$ cat config.mk
export PLATFORM = sky130hd
export DESIGN_NAME = wdog_timer
export DESIGN_NICKNAME = d
export VERILOG_FILES = /design/src/rtl/wdog_pkg.sv /design/src/rtl/wdog_sel_reg.sv /design/src/rtl/wdog_ctrl.sv /design/src/rtl/wdog_counter.sv /design/src/rtl/wdog_timer.sv
export SDC_FILE = /design/constraint.sdc
export NUM_CORES = 1
export LEC_CHECK = 0
export BUFFER_PORTS_ARGS = -buffer_cell sky130_fd_sc_hd__buf_2
export CAP_MARGIN = 10
export CORE_ASPECT_RATIO = 1.1
export CORE_MARGIN = 2
export CORE_UTILIZATION = 24
export CTS_BUF_LIST = sky130_fd_sc_hd__clkbuf_8
export DETAILED_ROUTE_END_ITERATION = 8
export PLACE_DENSITY = 0.5
export SYNTH_ARGS = -nofsm -noshare
export SYNTH_HDL_FRONTEND = slang
export SYNTH_SLANG_ARGS = --single-unit
$ cat constraint.sdc
create_clock -name clk -period 5.91 [get_ports clk]
set_input_delay 1.182 -clock clk [delete_from_list [all_inputs] [get_ports clk]]
set_output_delay 1.182 -clock clk [all_outputs]
set_load 0.01 [all_outputs]
$ cat src/rtl/wdog_pkg.sv
package wdog_pkg;
    typedef enum logic [2:0] {
        ST_OFF,
        ST_RUN,
        ST_IDLE,
        ST_SLEEP,
        ST_WAKE_HOLD
    } wd_state_t;
endpackage

$ cat src/rtl/wdog_sel_reg.sv
module wdog_sel_reg #(
    parameter int SEL_W = 3
) (
    input  logic             clk,
    input  logic             rst_n,
    input  logic             we,
    input  logic [SEL_W-1:0] wdata,
    output logic [SEL_W-1:0] sel_q
);
    always_ff @(posedge clk or negedge rst_n) begin
        if (!rst_n) begin
            sel_q <= '0;
        end else if (we) begin
            sel_q <= wdata;
        end
    end
endmodule

$ cat src/rtl/wdog_ctrl.sv
module wdog_ctrl
    import wdog_pkg::*;
(
    input  logic      clk,
    input  logic      rst_n,
    input  logic      wd_en,
    input  logic      idle_mode,
    input  logic      pd_mode,
    input  logic      ext_int_n,
    output wd_state_t state,
    output logic      run,
    output logic      hold_zero
);
    wd_state_t state_nx;

    always_ff @(posedge clk or negedge rst_n) begin
        if (!rst_n) begin
            state <= ST_OFF;
        end else begin
            state <= state_nx;
        end
    end

    always_comb begin
        state_nx = state;
        if (!wd_en) begin
            state_nx = ST_OFF;
        end else begin
            unique case (state)
                ST_OFF:       state_nx = ST_RUN;
                ST_RUN: begin
                    if (pd_mode)        state_nx = ST_SLEEP;
                    else if (idle_mode) state_nx = ST_IDLE;
                end
                ST_IDLE: begin
                    if (pd_mode)         state_nx = ST_SLEEP;
                    else if (!idle_mode) state_nx = ST_RUN;
                end
                ST_SLEEP: begin
                    if (!pd_mode) state_nx = ext_int_n ? ST_RUN : ST_WAKE_HOLD;
                end
                ST_WAKE_HOLD: begin
                    if (ext_int_n) state_nx = ST_RUN;
                end
                default:      state_nx = ST_OFF;
            endcase
        end
    end

    always_comb begin
        run       = wd_en && ((state == ST_RUN) || (state == ST_IDLE));
        hold_zero = !wd_en || (state == ST_OFF);
    end
endmodule

$ cat src/rtl/wdog_counter.sv
module wdog_counter #(
    parameter int BASE_EXP = 14,
    parameter int SEL_W    = 3,
    parameter int CNT_W    = BASE_EXP + (1 << SEL_W) - 1
) (
    input  logic             clk,
    input  logic             rst_n,
    input  logic             run,
    input  logic             hold_zero,
    input  logic             svc,
    input  logic             tick,
    input  logic [SEL_W-1:0] sel,
    output logic [CNT_W-1:0] cnt,
    output logic             fire
);
    localparam int NUM_SEL = 1 << SEL_W;

    logic [CNT_W-1:0] last_tab [NUM_SEL];
    logic [CNT_W-1:0] last_sel;

    for (genvar g = 0; g < NUM_SEL; g++) begin : g_last
        assign last_tab[g] = CNT_W'((64'(1) << (BASE_EXP + g)) - 64'(2));
    end

    assign last_sel = last_tab[sel];

    always_ff @(posedge clk or negedge rst_n) begin
        if (!rst_n) begin
            cnt  <= '0;
            fire <= 1'b0;
        end else begin
            fire <= 1'b0;
            if (hold_zero || svc) begin
                cnt <= '0;
            end else if (run && tick) begin
                if (cnt >= last_sel) begin
                    cnt  <= '0;
                    fire <= 1'b1;
                end else begin
                    cnt <= cnt + 1'b1;
                end
            end
        end
    end
endmodule

$ cat src/rtl/wdog_timer.sv
module wdog_timer
    import wdog_pkg::*;
#(
    parameter int BASE_EXP = 14,
    parameter int SEL_W    = 3
) (
    input  logic             clk,
    input  logic             rst_n,
    input  logic             wd_en,
    input  logic             sel_we,
    input  logic [SEL_W-1:0] sel_wdata,
    input  logic             svc,
    input  logic             mc_tick,
    input  logic             idle_mode,
    input  logic             pd_mode,
    input  logic             ext_int_n,
    output logic             rst_req
);
    localparam int CNT_W = BASE_EXP + (1 << SEL_W) - 1;

    wd_state_t        state;
    logic             run;
    logic             hold_zero;
    logic [SEL_W-1:0] sel_q;
    logic [CNT_W-1:0] cnt;

    wdog_sel_reg #(.SEL_W(SEL_W)) u_sel (
        .clk   (clk),
        .rst_n (rst_n),
        .we    (sel_we),
        .wdata (sel_wdata),
        .sel_q (sel_q)
    );

    wdog_ctrl u_ctrl (
        .clk       (clk),
        .rst_n     (rst_n),
        .wd_en     (wd_en),
        .idle_mode (idle_mode),
        .pd_mode   (pd_mode),
        .ext_int_n (ext_int_n),
        .state     (state),
        .run       (run),
        .hold_zero (hold_zero)
    );

    wdog_counter #(
        .BASE_EXP (BASE_EXP),
        .SEL_W    (SEL_W),
        .CNT_W    (CNT_W)
    ) u_cnt (
        .clk       (clk),
        .rst_n     (rst_n),
        .run       (run),
        .hold_zero (hold_zero),
        .svc       (svc),
        .tick      (mc_tick),
        .sel       (sel_q),
        .cnt       (cnt),
        .fire      (rst_req)
    );
endmodule

**Word-level counts from Yosys, hierarchy flattened**

Memories as Yosys holds them, arrays and structs flattened.
Cells that the tools add are included.

- Flip-flop bits (word level): 28
- ROM bits: 168
- Output and inout port bits: 1
- Logic and storage cells: 43
- Memories kept: 1

Memory list:

| name | words | width | read ports | clocked after memory_dff | write ports | RTL line | RTL |
|---|---|---|---|---|---|---|---|
| (name not given) | 8 | 21 | 1 | 0 | 0 | wdog_counter.sv:25 | `assign last_sel = last_tab[sel];` |

- $add $sub $neg: 1
- Magnitude comparators: 2
- Eq/ne operators: 8
- Multiplexer cells: 17
- Bitwise gates (word level): 1
- Reduce and logical (&&, ||, !) cells: 9

Operator list:

| cell | number |
|---|---|
| two-way mux 21 bit | 5 |
| two-way mux 3 bit | 8 |
| adder 21 x 1 -> 21 bit, second input constant | 1 |
| greater-or-equal comparator 21 bit | 1 |
| one-hot mux 3 bit (5 select lines) | 1 |
| inequality test 4 bit, second input constant | 2 |
| equality test 3 x 2 -> 1 bit, second input constant | 2 |
| inequality test 3 bit, second input constant | 2 |
| greater-or-equal comparator 4 bit, second input constant | 1 |
| NOT 3 -> 4 bit | 1 |
| AND reduction 4 bit | 1 |
| equality test 3 x 1 -> 1 bit, second input constant | 1 |
| equality test 3 bit, second input constant | 1 |
| logical NOT 3 bit | 1 |
| logical OR 1 bit | 3 |
| two-way mux 1 bit | 3 |
| logical AND 1 bit | 2 |
| nonzero test 2 bit | 1 |
| logical NOT 1 bit | 1 |

**Depth between registers and ports, before layout**

- Depth in word-level cells: 8
- Depth in mapped cells: 8

**By module**

A second synthesis with hierarchy kept.

- Cells, all modules: 192
- Area, all modules: 1767.9 sq um

Modules (own cells, without submodules):

| module | instances | cells an instance | area each (sq um) |
|---|---|---|---|
| wdog_counter | 1 | 157 | 1423.9 |
| wdog_ctrl | 1 | 29 | 235.2 |
| wdog_sel_reg | 1 | 6 | 108.9 |

**Worst setup path after synthesis**

Ideal clock, no wire load.

- Kind: input-to-reg
- From: in svc
- To: reg u_cnt.cnt[15]
- Setup time: 0.129 ns
- Arrival time: 2.106 ns
- Required time: 5.781 ns
- Slack: 3.676 ns
- Cell stages on the path: 6
- Path through: nand2b_1 a311o_1 buf_2 nand4_1 xor2_1 nor3_2

- Word-level cells in the longest chain between the ends: 2
- Elaborated cells between the ends (all ways): 3
- Those cells by class: mux (1); reduce/logical (2)

Ends and longest elaborated chain:

| item | RTL line | RTL |
|---|---|---|
| from (decl) | wdog_timer.sv:12 | `input logic svc,` |
| logical OR 1 bit * | wdog_counter.sv:33 | `if (hold_zero \|\| svc) begin` |
| two-way mux 21 bit / nonzero test 2 bit (equally long branches) | -- |  |
| to (signal assigned) | wdog_counter.sv:40 | `cnt <= cnt + 1'b1;` |
| to (decl) | wdog_counter.sv:13 | `output logic [CNT_W-1:0] cnt,` |

Every way passes the cells marked *; elsewhere a longest branch is shown, timed or not.
A chain may end at the register's enable or synchronous reset.

**Worst setup path in the final report**

- From: reg u_sel.sel_q[1]
- To: reg u_cnt.cnt[4]

- Word-level cells in the longest chain between the ends: 8

Ends and longest elaborated chain:

| item | RTL line | RTL |
|---|---|---|
| from (decl) | wdog_sel_reg.sv:8 | `output logic [SEL_W-1:0] sel_q` |
| from (signal assigned) | wdog_sel_reg.sv:14 | `sel_q <= wdata;` |
| NOT 3 -> 4 bit (implied by the code) | wdog_counter.sv:25 |  |
| memory read (8 x 21 bit) | -- |  |
| two-way mux 21 bit (implied by the code) (2 in a row) | wdog_counter.sv:25 |  |
| greater-or-equal comparator 21 bit | wdog_counter.sv:36 | `if (cnt >= last_sel) begin` |
| two-way mux 21 bit | wdog_counter.sv:36 |  |
| two-way mux 21 bit | wdog_counter.sv:35 | `end else if (run && tick) begin` |
| two-way mux 21 bit | wdog_counter.sv:33 |  |

Every way passes these cells. The select of a mux whose other input is x is not followed.

==> flow_summary.yaml <==
logic_synthesis:
  yosys_warnings: 0
  ys.flop_type: "dfrtp_1"
  synthArstFlopShare: 1.00
  netlist_instances: 187
  synthTopCellsByCount: "28 x dfrtp_1, 16 x nand2_1, 13 x nand3_1"
  synth_edf_count: 0
  synth_most_common_cell: "dfrtp_1"
  syn_nets: 208
  yosysSeqAreaShare: 0.381
  synth_area_um2: 1840
  yosysTopAreaCell: "dfrtp_1"
  yosys_register_bits: 28
  yosys-top-cells-area: "dfrtp_1 38%, ha_1 6.1%, nor3_2 6.0%, xor2_1 4.3%, xnor2_1 3.8%"
  avgSynthCellArea_um2: 9.84
  ys_types: 42
  synth_top_area_share: 0.381
critical_path:
  crit_path_max_fanout: 16
  crit_chain: "nand3_1 > ha_1 > nand4_2 > nor3_1 > nand3_1 > a21oi_4 > nor3_1"
  endpoint_kind: "register"
  crit_type: "reg2reg"
  start_kind: "register"
  required_ps: 6040
  worstPathArrival_ps: 2620
  slowest_stage: "a21oi_4"
  slowest_delay_ps: 600
cts:
  htreeDepth: 1
  cts_buffers: 3
  clkTransAtPathRegs_ps: 100
  cts_setup_buffers: 0
  cts_buffer_depth: 2
  cts_sinks: 28
  cts_resized: 0
  insertion_delay_ps: 280
  cts-root-buf: "clkbuf_8"
  hold_buffers: 0
  tritoncts: "done"
timing:
  fin_tns_setup_ps: 0
  hold_viol_final: 0
  timing.fmax_ghz: 0.402
  rsz0062_at_grt: "false"
  maxSlewHeadroom: 0.488
  min_period_ps: 2490
  fin_crit_sh: 0.421
  maxSlewViolCount: 0
  tightest_slew_ps: 766
  fin_worst_skew_ps: 1.51
  setup_viol: 0
final_layout:
  fin_nets: 219
  nFillCells: 820
  finalInstanceArea_um2: 2010
  regArea_um2: 701
  areaGrowthSynthToFinish_pct: 8.97
  multiInputGateArea_um2: 1080
  layout-drive-gt1-share: 0.179
  n_antenna_cell: 0
  fin_cells: 283
global_routing:
  grt_usage: 0.101
  grt_max_degree: 29
  grt_antenna_before_repair: 0
  grt_pass1_vias: 1418
  grt-ovfl-total: 0
  grt_pass1_wl_um: 6790
pwr:
  p_leak_nw: 0.769
  power_density_nw_per_um2: 178
  ir_drop_uv: 84.3
placed_design:
  dp_cells: 280
  place_area_um2: 1960
  portBuffers: 12
  hpwl_um: 2790
  place_congestion: 0.761
routing:
  drt_iter0_drc: 37
  wl_um: 3870
  vias_per_cell: 4.98
  routedWlPerCell_um: 13.7
  drt_pass1_iterations: 4
  ant_nets: 0
  vias: 1408
  drc: 0
die:
  die_area_um2: 8390
  core-area_um2: 7430
  fp.dieH_um: 95.8
  row_count: 33
  io_pins: 13
  fp.dieW_um: 87.5
  start_util: 0.248
run:
  maxCapViolCount: 0
hold_path:
  hp-class: "reg2reg"
outcome:
  run_status: "finished clean"
where the power goes:
part | internal (mW) | total [mW] | switching (mW)
Combinational | 0.0172 | 0.0459 | 0.0287
Clock | 0.0459 | 0.107 | 0.0610
Sequential | 0.196 | 0.205 | 0.00945
Total | 0.259 | 0.358 | 0.0992
metal layers:
layer	vias up	global-route usage	share of wire
li1	711	-	-
met1	676	0.135	0.50
met2	16	0.169	0.47
met3	5	0.0206	0.027
met4	0	0.0231	0.0098
met5	-	0	0
registers in the layout, indices dropped and copies added, names as in the netlist:
| name | flops |
|---|---|
| u_sel.sel_q | 3 |
| u_ctrl.state | 3 |
| u_cnt.cnt | 21 |
| u_cnt.fire | 1 |
layout by cell type, fill, tap and decap left out, types with 2 or more instances in the layout:
| master | netlist | layout |
|---|---|---|
| dfrtp_1 | 28 | 28 |
| nand2_1 | 16 | 16 |
| nand3_1 | 13 | 13 |
| buf_2 | 3 | 12 |
| nor3_1 | 11 | 11 |
| nor3_2 | 11 | 11 |
| nor2_1 | 10 | 10 |
| xor2_1 | 9 | 9 |
| ha_1 | 9 | 9 |
| a21oi_1 | 8 | 8 |
| xnor2_1 | 8 | 8 |
| nand4_1 | 7 | 7 |
| o21ai_0 | 6 | 6 |
| a31oi_1 | 5 | 5 |
| inv_1 | 4 | 4 |
| and4_1 | 4 | 4 |
| nor4_1 | 3 | 3 |
| clkbuf_8 | 0 | 3 |
| a21oi_2 | 2 | 2 |
| and2_1 | 2 | 2 |
| nor2b_1 | 2 | 2 |
| or3_1 | 2 | 2 |
| nor3b_1 | 2 | 2 |
| mux2_2 | 2 | 2 |
critical path: cells and delay by family (launching register included):
kind / cells / cell delay [ps]
fa+ha+maj: 1 / 390
flops: 1 / 440
simple gates: 5 / 910
compound gates: 1 / 600
through the flow:
step           setup WS, ps   util  hold WS, ps  total power, mW
2_1_floorplan          3680      -          457            0.242
3_3_place_gp           3400  0.264          478            0.255
3_5_place_dp           3410  0.264          473            0.256
4_1_cts                3390  0.270          490            0.366
5_1_grt                3200  0.270          532            0.378
6_report               3420  0.270          490            0.358
logic make-up after synthesis:
logic type               count (synthesis)  share of synthesized area
buffers and inverters                   10                     0.0326
adder cells (fa/ha/maj)                  9                     0.0612
XOR/XNOR                                17                     0.0809
AO/OA/AOI/OAI                           29                      0.128
flip-flops                              28                      0.381
multiplexers                             3                     0.0177
AND/OR/NAND/NOR                         91                      0.298
path summary, 6_finish.rpt:
check,start,end,slack [ps],depth (start not counted)
setup / recovery,u_sel.sel_q[1],u_cnt.cnt[4],3420,7
hold / removal,u_cnt.cnt[20],u_cnt.cnt[20],490,1
setup reg to reg,u_sel.sel_q[1],u_cnt.cnt[4],3420,7
hold reg to reg,u_cnt.cnt[20],u_cnt.cnt[20],490,1
max in group asynchronous,rst_n,u_ctrl.state[2],4550,1
min in group asynchronous,rst_n,u_cnt.cnt[14],930,1
layout make-up:
cell class                      instances  share of cell area
Inverter                                4             0.00749
Timing Repair Buffer                   12              0.0299
Clock buffer                            3              0.0206
Tap cell                               87              0.0543
Sequential cell                        28               0.349
Multi-Input combinational cell        149               0.538
Note: power is estimated with default switching activity, not from simulation.
